--- config.mk ---
export PLATFORM = sky130hd
export DESIGN_NAME = barrel_shifter
export DESIGN_NICKNAME = d
export VERILOG_FILES = /design/src/rtl/bshift_pkg.sv /design/src/rtl/bshift_amount.sv /design/src/rtl/bshift_rotator.sv /design/src/rtl/bshift_mask.sv /design/src/rtl/barrel_shifter.sv
export SDC_FILE = /design/constraint.sdc
export NUM_CORES = 1
export LEC_CHECK = 0
export BUFFER_PORTS_ARGS = -buffer_cell sky130_fd_sc_hd__buf_4
export CORE_MARGIN = 2
export CORE_UTILIZATION = 60
export DETAILED_ROUTE_END_ITERATION = 8
export GPL_TIMING_DRIVEN = 1
export PLACE_DENSITY = 0.85
export SLEW_MARGIN = 20
export SYNTH_ARGS = -nofsm -noshare
export SYNTH_HDL_FRONTEND = slang
export SYNTH_SLANG_ARGS = --single-unit
--- constraint.sdc ---
create_clock -name vclk -period 10.2
set_input_delay 2.55 -clock vclk [all_inputs]
set_output_delay 2.55 -clock vclk [all_outputs]
set_load 0.02 [all_outputs]
--- src/rtl/bshift_pkg.sv ---
package bshift_pkg;

  typedef enum logic [2:0] {
    SK_LSL = 3'd0,
    SK_LSR = 3'd1,
    SK_ASR = 3'd2,
    SK_ROR = 3'd3,
    SK_RRX = 3'd4
  } shift_kind_e;

  typedef struct packed {
    logic is_zero;
    logic is_full;
    logic is_over;
  } amt_class_t;

endpackage

--- src/rtl/bshift_amount.sv ---
module bshift_amount
  import bshift_pkg::*;
#(
  parameter int W     = 32,
  parameter int IMM_W = 5,
  parameter int SEL_W = 8
) (
  input  logic [IMM_W-1:0] amt_imm,
  input  logic [SEL_W-1:0] amt_reg,
  input  logic             from_reg,
  output logic [IMM_W-1:0] amt_low,
  output amt_class_t       amt_cls
);

  localparam logic [SEL_W-1:0] FULL_AMT = SEL_W'(W);

  logic [SEL_W-1:0] amt_eff;

  always_comb begin
    amt_eff         = from_reg ? amt_reg : SEL_W'(amt_imm);
    amt_low         = amt_eff[IMM_W-1:0];
    amt_cls.is_zero = (amt_eff == '0);
    amt_cls.is_full = (amt_eff == FULL_AMT);
    amt_cls.is_over = (amt_eff > FULL_AMT);
  end

  always_comb begin
    if (!from_reg) begin
      assert_imm_in_range_R11: assert (!amt_cls.is_full && !amt_cls.is_over)
        else $error("immediate amount classified out of range");
    end
  end

endmodule

--- src/rtl/bshift_rotator.sv ---
module bshift_rotator #(
  parameter int W     = 32,
  parameter int IMM_W = 5
) (
  input  logic [W-1:0]     data_in,
  input  logic [IMM_W-1:0] rot_amt,
  output logic [W-1:0]     data_out
);

  logic [W-1:0] stage [IMM_W+1];

  assign stage[0] = data_in;

  for (genvar s = 0; s < IMM_W; s++) begin : g_stage
    localparam int STEP = 1 << s;
    assign stage[s+1] = rot_amt[s]
                      ? {stage[s][STEP-1:0], stage[s][W-1:STEP]}
                      : stage[s];
  end

  assign data_out = stage[IMM_W];

  always_comb begin
    assert_rot_keeps_ones_R4: assert ($countones(data_out) == $countones(data_in))
      else $error("rotator changed population count");
  end

endmodule

--- src/rtl/bshift_mask.sv ---
module bshift_mask #(
  parameter int W     = 32,
  parameter int IMM_W = 5
) (
  input  logic [IMM_W-1:0] amt_low,
  output logic [W-1:0]     keep_low,
  output logic [W-1:0]     keep_high
);

  for (genvar i = 0; i < W; i++) begin : g_bit
    assign keep_high[i]     = (IMM_W'(i) >= amt_low);
    assign keep_low[W-1-i]  = (IMM_W'(i) >= amt_low);
  end

  always_comb begin
    assert_mask_count_R2: assert ($countones(keep_low) == W - int'(amt_low))
      else $error("right-shift mask has wrong width");
    assert_mask_count_R1: assert ($countones(keep_high) == W - int'(amt_low))
      else $error("left-shift mask has wrong width");
  end

endmodule

--- src/rtl/barrel_shifter.sv ---
module barrel_shifter
  import bshift_pkg::*;
#(
  parameter int W        = 32,
  parameter int AMT_BITS = 8,
  localparam int IMM_W   = $clog2(W)
) (
  input  logic [W-1:0]        op_value,
  input  logic [2:0]          op_kind,
  input  logic [IMM_W-1:0]    amt_imm,
  input  logic [AMT_BITS-1:0] amt_reg,
  input  logic                amt_from_reg,
  input  logic                carry_in,
  output logic [W-1:0]        res_value,
  output logic                carry_out
);

  shift_kind_e      kind;
  logic [IMM_W-1:0] amt_low;
  amt_class_t       amt_cls;
  logic [IMM_W-1:0] rot_amt;
  logic [W-1:0]     rotated;
  logic [W-1:0]     keep_low;
  logic [W-1:0]     keep_high;
  logic             sign_bit;

  assign kind     = shift_kind_e'(op_kind);
  assign sign_bit = op_value[W-1];
  assign rot_amt  = (kind == SK_LSL) ? (-amt_low) : amt_low;

  bshift_amount #(.W(W), .IMM_W(IMM_W), .SEL_W(AMT_BITS)) u_amount (
    .amt_imm (amt_imm),
    .amt_reg (amt_reg),
    .from_reg(amt_from_reg),
    .amt_low (amt_low),
    .amt_cls (amt_cls)
  );

  bshift_rotator #(.W(W), .IMM_W(IMM_W)) u_rotator (
    .data_in (op_value),
    .rot_amt (rot_amt),
    .data_out(rotated)
  );

  bshift_mask #(.W(W), .IMM_W(IMM_W)) u_mask (
    .amt_low  (amt_low),
    .keep_low (keep_low),
    .keep_high(keep_high)
  );

  always_comb begin
    res_value = op_value;
    carry_out = carry_in;
    unique case (kind)
      SK_LSL: begin
        if (amt_cls.is_zero) begin
          res_value = op_value;
          carry_out = carry_in;
        end else if (amt_cls.is_full) begin
          res_value = '0;
          carry_out = op_value[0];
        end else if (amt_cls.is_over) begin
          res_value = '0;
          carry_out = 1'b0;
        end else begin
          res_value = rotated & keep_high;
          carry_out = rotated[0];
        end
      end
      SK_LSR: begin
        if (amt_cls.is_zero) begin
          res_value = op_value;
          carry_out = carry_in;
        end else if (amt_cls.is_full) begin
          res_value = '0;
          carry_out = op_value[W-1];
        end else if (amt_cls.is_over) begin
          res_value = '0;
          carry_out = 1'b0;
        end else begin
          res_value = rotated & keep_low;
          carry_out = rotated[W-1];
        end
      end
      SK_ASR: begin
        if (amt_cls.is_zero) begin
          res_value = op_value;
          carry_out = carry_in;
        end else if (amt_cls.is_full || amt_cls.is_over) begin
          res_value = {W{sign_bit}};
          carry_out = sign_bit;
        end else begin
          res_value = (rotated & keep_low) | (~keep_low & {W{sign_bit}});
          carry_out = rotated[W-1];
        end
      end
      SK_ROR: begin
        if (amt_cls.is_zero) begin
          res_value = op_value;
          carry_out = carry_in;
        end else begin
          res_value = rotated;
          carry_out = rotated[W-1];
        end
      end
      SK_RRX: begin
        res_value = {carry_in, op_value[W-1:1]};
        carry_out = op_value[0];
      end
      default: begin
        res_value = op_value;
        carry_out = carry_in;
      end
    endcase
  end

  always_comb begin
    if (kind == SK_LSL && !amt_cls.is_zero) begin
      assert_lsl_clears_lsb_R1: assert (res_value[0] == 1'b0)
        else $error("left shift left bit 0 set");
    end
    if (kind == SK_LSR && !amt_cls.is_zero) begin
      assert_lsr_clears_msb_R2: assert (res_value[W-1] == 1'b0)
        else $error("logical right shift left top bit set");
    end
    if (kind == SK_ASR) begin
      assert_asr_keeps_sign_R3: assert (res_value[W-1] == op_value[W-1])
        else $error("arithmetic shift lost sign");
    end
    if (kind == SK_ROR) begin
      assert_ror_keeps_ones_R4: assert ($countones(res_value) == $countones(op_value))
        else $error("rotate changed population count");
    end
    if (kind == SK_RRX) begin
      assert_rrx_shape_R5: assert (res_value[W-1] == carry_in && carry_out == op_value[0])
        else $error("rotate through carry misplaced carry");
    end
    if (amt_cls.is_zero && kind != SK_RRX) begin
      assert_zero_amt_identity_R6: assert (res_value == op_value && carry_out == carry_in)
        else $error("zero amount altered operand or carry");
    end
    if ((kind == SK_LSL || kind == SK_LSR) && amt_cls.is_over) begin
      assert_oversize_clears_R8: assert (res_value == '0 && carry_out == 1'b0)
        else $error("oversize logical shift not cleared");
    end
    if (kind == SK_ASR && (amt_cls.is_full || amt_cls.is_over)) begin
      assert_asr_big_fill_R9: assert ($countones(res_value) == (sign_bit ? W : 0) && carry_out == sign_bit)
        else $error("large arithmetic shift not sign filled");
    end
  end

endmodule

# Word level (Yosys, flattened, before mapping)
# Index checks and enable logic that the tools add are counted.
# word_totals
reg_bits	0
latch_bits	0
ramBits	0
mem_bits_ro	0
inputBits	50
output_inout_bits	33
wordCells	74
memories	0
# op_classes
addsub	1
n_mul	0
div_mod_pow	0
n_lt_le_gt_ge	33
eq_ne	5
shift	0
muxes	27
bitwise	5
reduce_logical	3
# ops
operator	n
32-bit two-way mux	14
32-bit one-hot mux with 5 select lines	1
32-bit bitwise AND	3
5-bit >= comparator (first input constant)	16
4-bit by 5-bit >= comparator with 1-bit output (first input constant)	8
32-bit NOT	1
32-bit OR	1
3-bit by 5-bit >= comparator with 1-bit output (first input constant)	4
1-bit by 5-bit >= comparator with 1-bit output (first input constant)	2
2-bit by 5-bit >= comparator with 1-bit output (first input constant)	2
1-bit two-way mux	9
8-bit by 6-bit equality test with 1-bit output (second input constant)	1
8-bit by 6-bit > comparator with 1-bit output (second input constant)	1
8-bit logical NOT	1
8-bit two-way mux	1
3-bit by 2-bit equality test with 1-bit output (second input constant)	2
5-bit two-way mux	1
5-bit negation	1
1-bit one-hot mux with 5 select lines	1
3-bit by 1-bit equality test with 1-bit output (second input constant)	1
3-bit equality test (second input constant)	1
3-bit logical NOT	1
1-bit logical OR	1

# Logic depth before layout (Yosys ltp)
# logic_depth
word_depth	13
depth_mapped	13
ltp_nobuf	11

# Modules after synthesis
# From an unflattened synthesis, not the netlist that was laid out.
# hier_totals
hier_cells	634
area_unflattened_um2	5056.1
# by_module_without_submodules
module	n_inst	cells_per_inst	area_per_inst_um2	seq_area_each_um2
barrel_shifter	1	421	2442.3	0.0
bshift_rotator	1	116	1949.4	0.0
bshift_mask	1	81	534.3	0.0
bshift_amount	1	16	130.1	0.0

# Worst setup path before layout
# Ideal clock, no wire load.
# synth_timing
path_type	input to output
startpoint	input amt_from_reg
endpoint	output res_value[2]
t_arrival_ns	6.550
required_time_ns	7.650
setup_slack_ns	1.100
stages	12
path_buffers	3
path_cell_list	buf_4 > mux2i_4 > buf_2 > ha_1 > nor4bb_1 > or2_2 > ha_1 > o21ai_1 > clkbuf_1 > mux2i_1 > nor2_1 > o41ai_1
# synth_via
elab_chain_cells	13
elab_cells_between_ends	29
classes_between	add/sub: 1; order compare: 3; eq/ne: 1; mux: 17; bitwise: 5; reduce/logical: 2
# synth_rtl
element	line_no	source
from (decl)	barrel_shifter.sv:12	input logic amt_from_reg,
8-bit two-way mux (*)	bshift_amount.sv:20	amt_eff = from_reg ? amt_reg : SEL_W'(amt_imm);
5-bit negation	barrel_shifter.sv:29	assign rot_amt = (kind == SK_LSL) ? (-amt_low) : amt_low;
5-bit two-way mux	barrel_shifter.sv:29	
32-bit two-way mux (5 in a row)	bshift_rotator.sv:17	? {stage[s][STEP-1:0], stage[s][W-1:STEP]}
32-bit bitwise AND (on tied branches)	barrel_shifter.sv:81, barrel_shifter.sv:93, barrel_shifter.sv:66	
32-bit OR, or another cell as far along	barrel_shifter.sv:93	res_value = (rotated & keep_low) | (~keep_low & {W{sign_bit}});
32-bit two-way mux (on tied branches)	barrel_shifter.sv:89, barrel_shifter.sv:59, barrel_shifter.sv:74	
32-bit two-way mux (on tied branches)	barrel_shifter.sv:86, barrel_shifter.sv:56, barrel_shifter.sv:71	
32-bit one-hot mux with 5 select lines (*)	barrel_shifter.sv:54	unique case (kind)
to (decl)	barrel_shifter.sv:14	output logic [W-1:0] res_value,
# Every way passes the cells marked *; elsewhere a longest branch is shown, timed or not.

# Worst setup path in the final report
# layout_timing
startpoint	input amt_from_reg
endpoint	output res_value[16]
# Same word-level chain as after synthesis.

==> qor.log <==
[critical_path] Critical Path End Type output pin
[sta] maximum clock frequency 0.110 GHz
[synthesis] most repeated cell in the gate-level netlist after synthesis sky130_fd_sc_hd__mux2i_1
[critical_path] CP max stage delay 0.72 ns
[synthesis] number of cells produced by synthesis 652
[job] max cap viols 0
[global_route] maximum number of pins on one net before global-route repair 61
[critical_path] required time at the worst-slack endpoint 7.65 ns
[sta] share of the cycle needed by the critical path after routing 0.893
[critical_path] arrival time at the worst endpoint 6.56 ns
[synthesis] post-synth net total 706
[synthesis] portion of synthesized cell area occupied by the leading cell type 0.182
[sta] final worst path period need 9.11 ns
[layout] sequential cell count 0
[die] vertical extent of the die 92.8 µm
[critical_path] dominant cell type by count on the critical path sky130_fd_sc_hd__buf_4
[critical_path] critical-path cell with the highest stage delay sky130_fd_sc_hd__xnor2_2
[synthesis] Yosys warnings 0
[die] total number of placement rows 32
[drt] DR pass1 iterations 7
[synthesis] Commonest cells post-synth sky130_fd_sc_hd__mux2i_1, sky130_fd_sc_hd__o21ai_0, sky130_fd_sc_hd__a21oi_1, sky130_fd_sc_hd__nor2_1, sky130_fd_sc_hd__nand2_1
[sta] setup repair after global routing missed its margin no
[clocking] buffer count from post-CTS setup fixing 0
[clocking] hold buffer count at cts 0
[drt] Routed WL per cell 25.7 µm
[synthesis] sequential cell area fraction in the yosys report 0
[global_route] number of antenna violations at the first check in global routing 0
[critical_path] Critical path origin amt_from_reg
[placed_design] Buffers on Ports 83
[global_route] remaining global-route overflow 0
[sta] number of hold violations in the final report 0
[synthesis] post-synthesis cell type with the largest combined area sky130_fd_sc_hd__mux2i_1
[layout] net count of the finished layout 745
[synthesis] Yosys cell types 68
[global_route] aggregate global-route resource usage 0.460
[placed_design] estimated wirelength of the detail-placed design 15,200 µm
[die] die boundary width 92.8 µm
[layout] Clock buffer cells 0
[sta] Total Neg Setup Slack 0 ns
[die] core area 7690 µm²
[synthesis] Post-Syn Area 4730 µm²
[critical_path] critical path start-end classification input pin to output pin
[critical_path] category of cells accounting for the largest share of critical-path delay buffers and inverters
[global_route] via count of the first global-routing pass 5,378
[power_and_ir_drop] VDD IR max 0.0000556 V
[drt] routed vias/inst 7.64
[synthesis] cell types occupying the most area after synthesis sky130_fd_sc_hd__mux2i_1, sky130_fd_sc_hd__mux4_2, sky130_fd_sc_hd__o21ai_0
[clocking] Gates resized, CTS repair 0
[drt] post-route antenna net violation count 0
[die] I/O pin total 83
[layout] fraction of final layout cells with drive strength greater than 1 0.247
[placed_design] final weighted congestion of routability-driven global placement 1.11
[min_path] hold crit path type input pin to output pin
[critical_path] maximum fanout along the worst path 26
[sta] worst slew margin relative to its limit 0.386
[status] result of the run complete, no violations
[critical_path] Crit path buffers/inverters 4
[power_and_ir_drop] static leakage 2.20 nW
[layout] # diodes 0
[drt] total length of routed wires 20,300 µm
[power_and_ir_drop] P per Cell Area 86.5 nW/µm²
[drt] via total after detailed routing 6,047
[synthesis] Post-Synthesis Mean Instance Area 7.26 µm²
[sta] final setup vio count 0
[critical_path] startpoint types input pin
[drt] DR iter-0 viols 1,048
[die] initial cell density of the core 0.616
[drt] DRC 0
[die] Total Die Area 8610 µm²
[sta] fin. max-slew vios 0
[layout] Area Growth Syn to Fin 12.6%
[global_route] first-pass GRT wire length 31,100 µm
[sta] Worst-Margin Slew 0.920 ns
[power_and_ir_drop] overall power consumption 461 µW
[layout] storage element area 0 µm²
[critical_path] cell chain of the critical path buf_4 -> mux2i_4 -> buf_4 -> ha_1 -> nor4bb_1 -> nor3_1 -> xnor2_2 -> buf_4 -> mux4_2 -> o221ai_1 -> a31oi_1 -> buf_4
[min_path] source of the worst hold timing path carry_in
placed cells by master (no fill, tap or decap), drive strengths merged, types with 3 or more instances in the layout:
master	netlist	layout
a211oi	6	6
a21o	3	3
a21oi	69	69
a221oi	4	4
a311oi	3	3
a31oi	8	8
and3	3	3
buf	23	99
ha	4	4
inv	11	11
mux2	33	33
mux2i	88	88
mux4	31	31
nand2	55	55
nand2b	4	4
nand3	11	11
nor2	65	65
nor2b	3	3
nor3	13	13
nor3b	3	3
o211ai	8	8
o21a	9	9
o21ai	80	80
o221ai	10	10
o22ai	9	9
o31a	4	4
o31ai	5	5
o41ai	5	5
xnor2	3	3
area by class of cell:
type,instances,area (µm²)
well taps,102,128
fillers,687,2360
multi-input cells,578,4410
repair buffers,99,743
inverters,12,45.0
stage by stage:
stage	util	area (µm²)	instances	worst slack, ns	hold WS, ns
detailed placement	0.693	5330	791	1.23	5.45
finish	0.693	5330	791	1.09	5.46
CTS	0.693	5330	791	1.21	5.46
global route	0.693	5330	791	0.946	5.48
global placement	0.693	5330	791	1.33	5.46
floorplan	-	4730	652	1.10	5.28
kinds of logic (layout without fill, tap and decap cells):
logic type | Yosys count | after routing | synth area share
adder cells (fa/ha/maj) | 4 | 4 | 0.0106
AND/OR/NAND/NOR | 170 | 170 | 0.159
AO/OA/AOI/OAI | 249 | 249 | 0.328
buffers and inverters | 74 | 111 | 0.0732
multiplexers | 152 | 152 | 0.423
XOR/XNOR | 3 | 3 | 0.00555
worst paths after layout:
check	end	slack, ns	depth (start not counted)
setup / recovery	res_value[16]	1.09	12
hold / removal	carry_out	5.46	3
report_power, final:
group	internal (mW)	switching [mW]	total, mW
Clock	0	0	0
Sequential	0	0	0
Combinational	0.193	0.268	0.461
metal layers:
layer,vias up,share of wire,GRT usage
met3,120,0.15,0.120
met4,0,0.060,0.186
met5,-,0,0
met1,2757,0.36,0.617
li1,2624,-,-
met2,546,0.43,0.702
(Power assumes the default switching activity.)
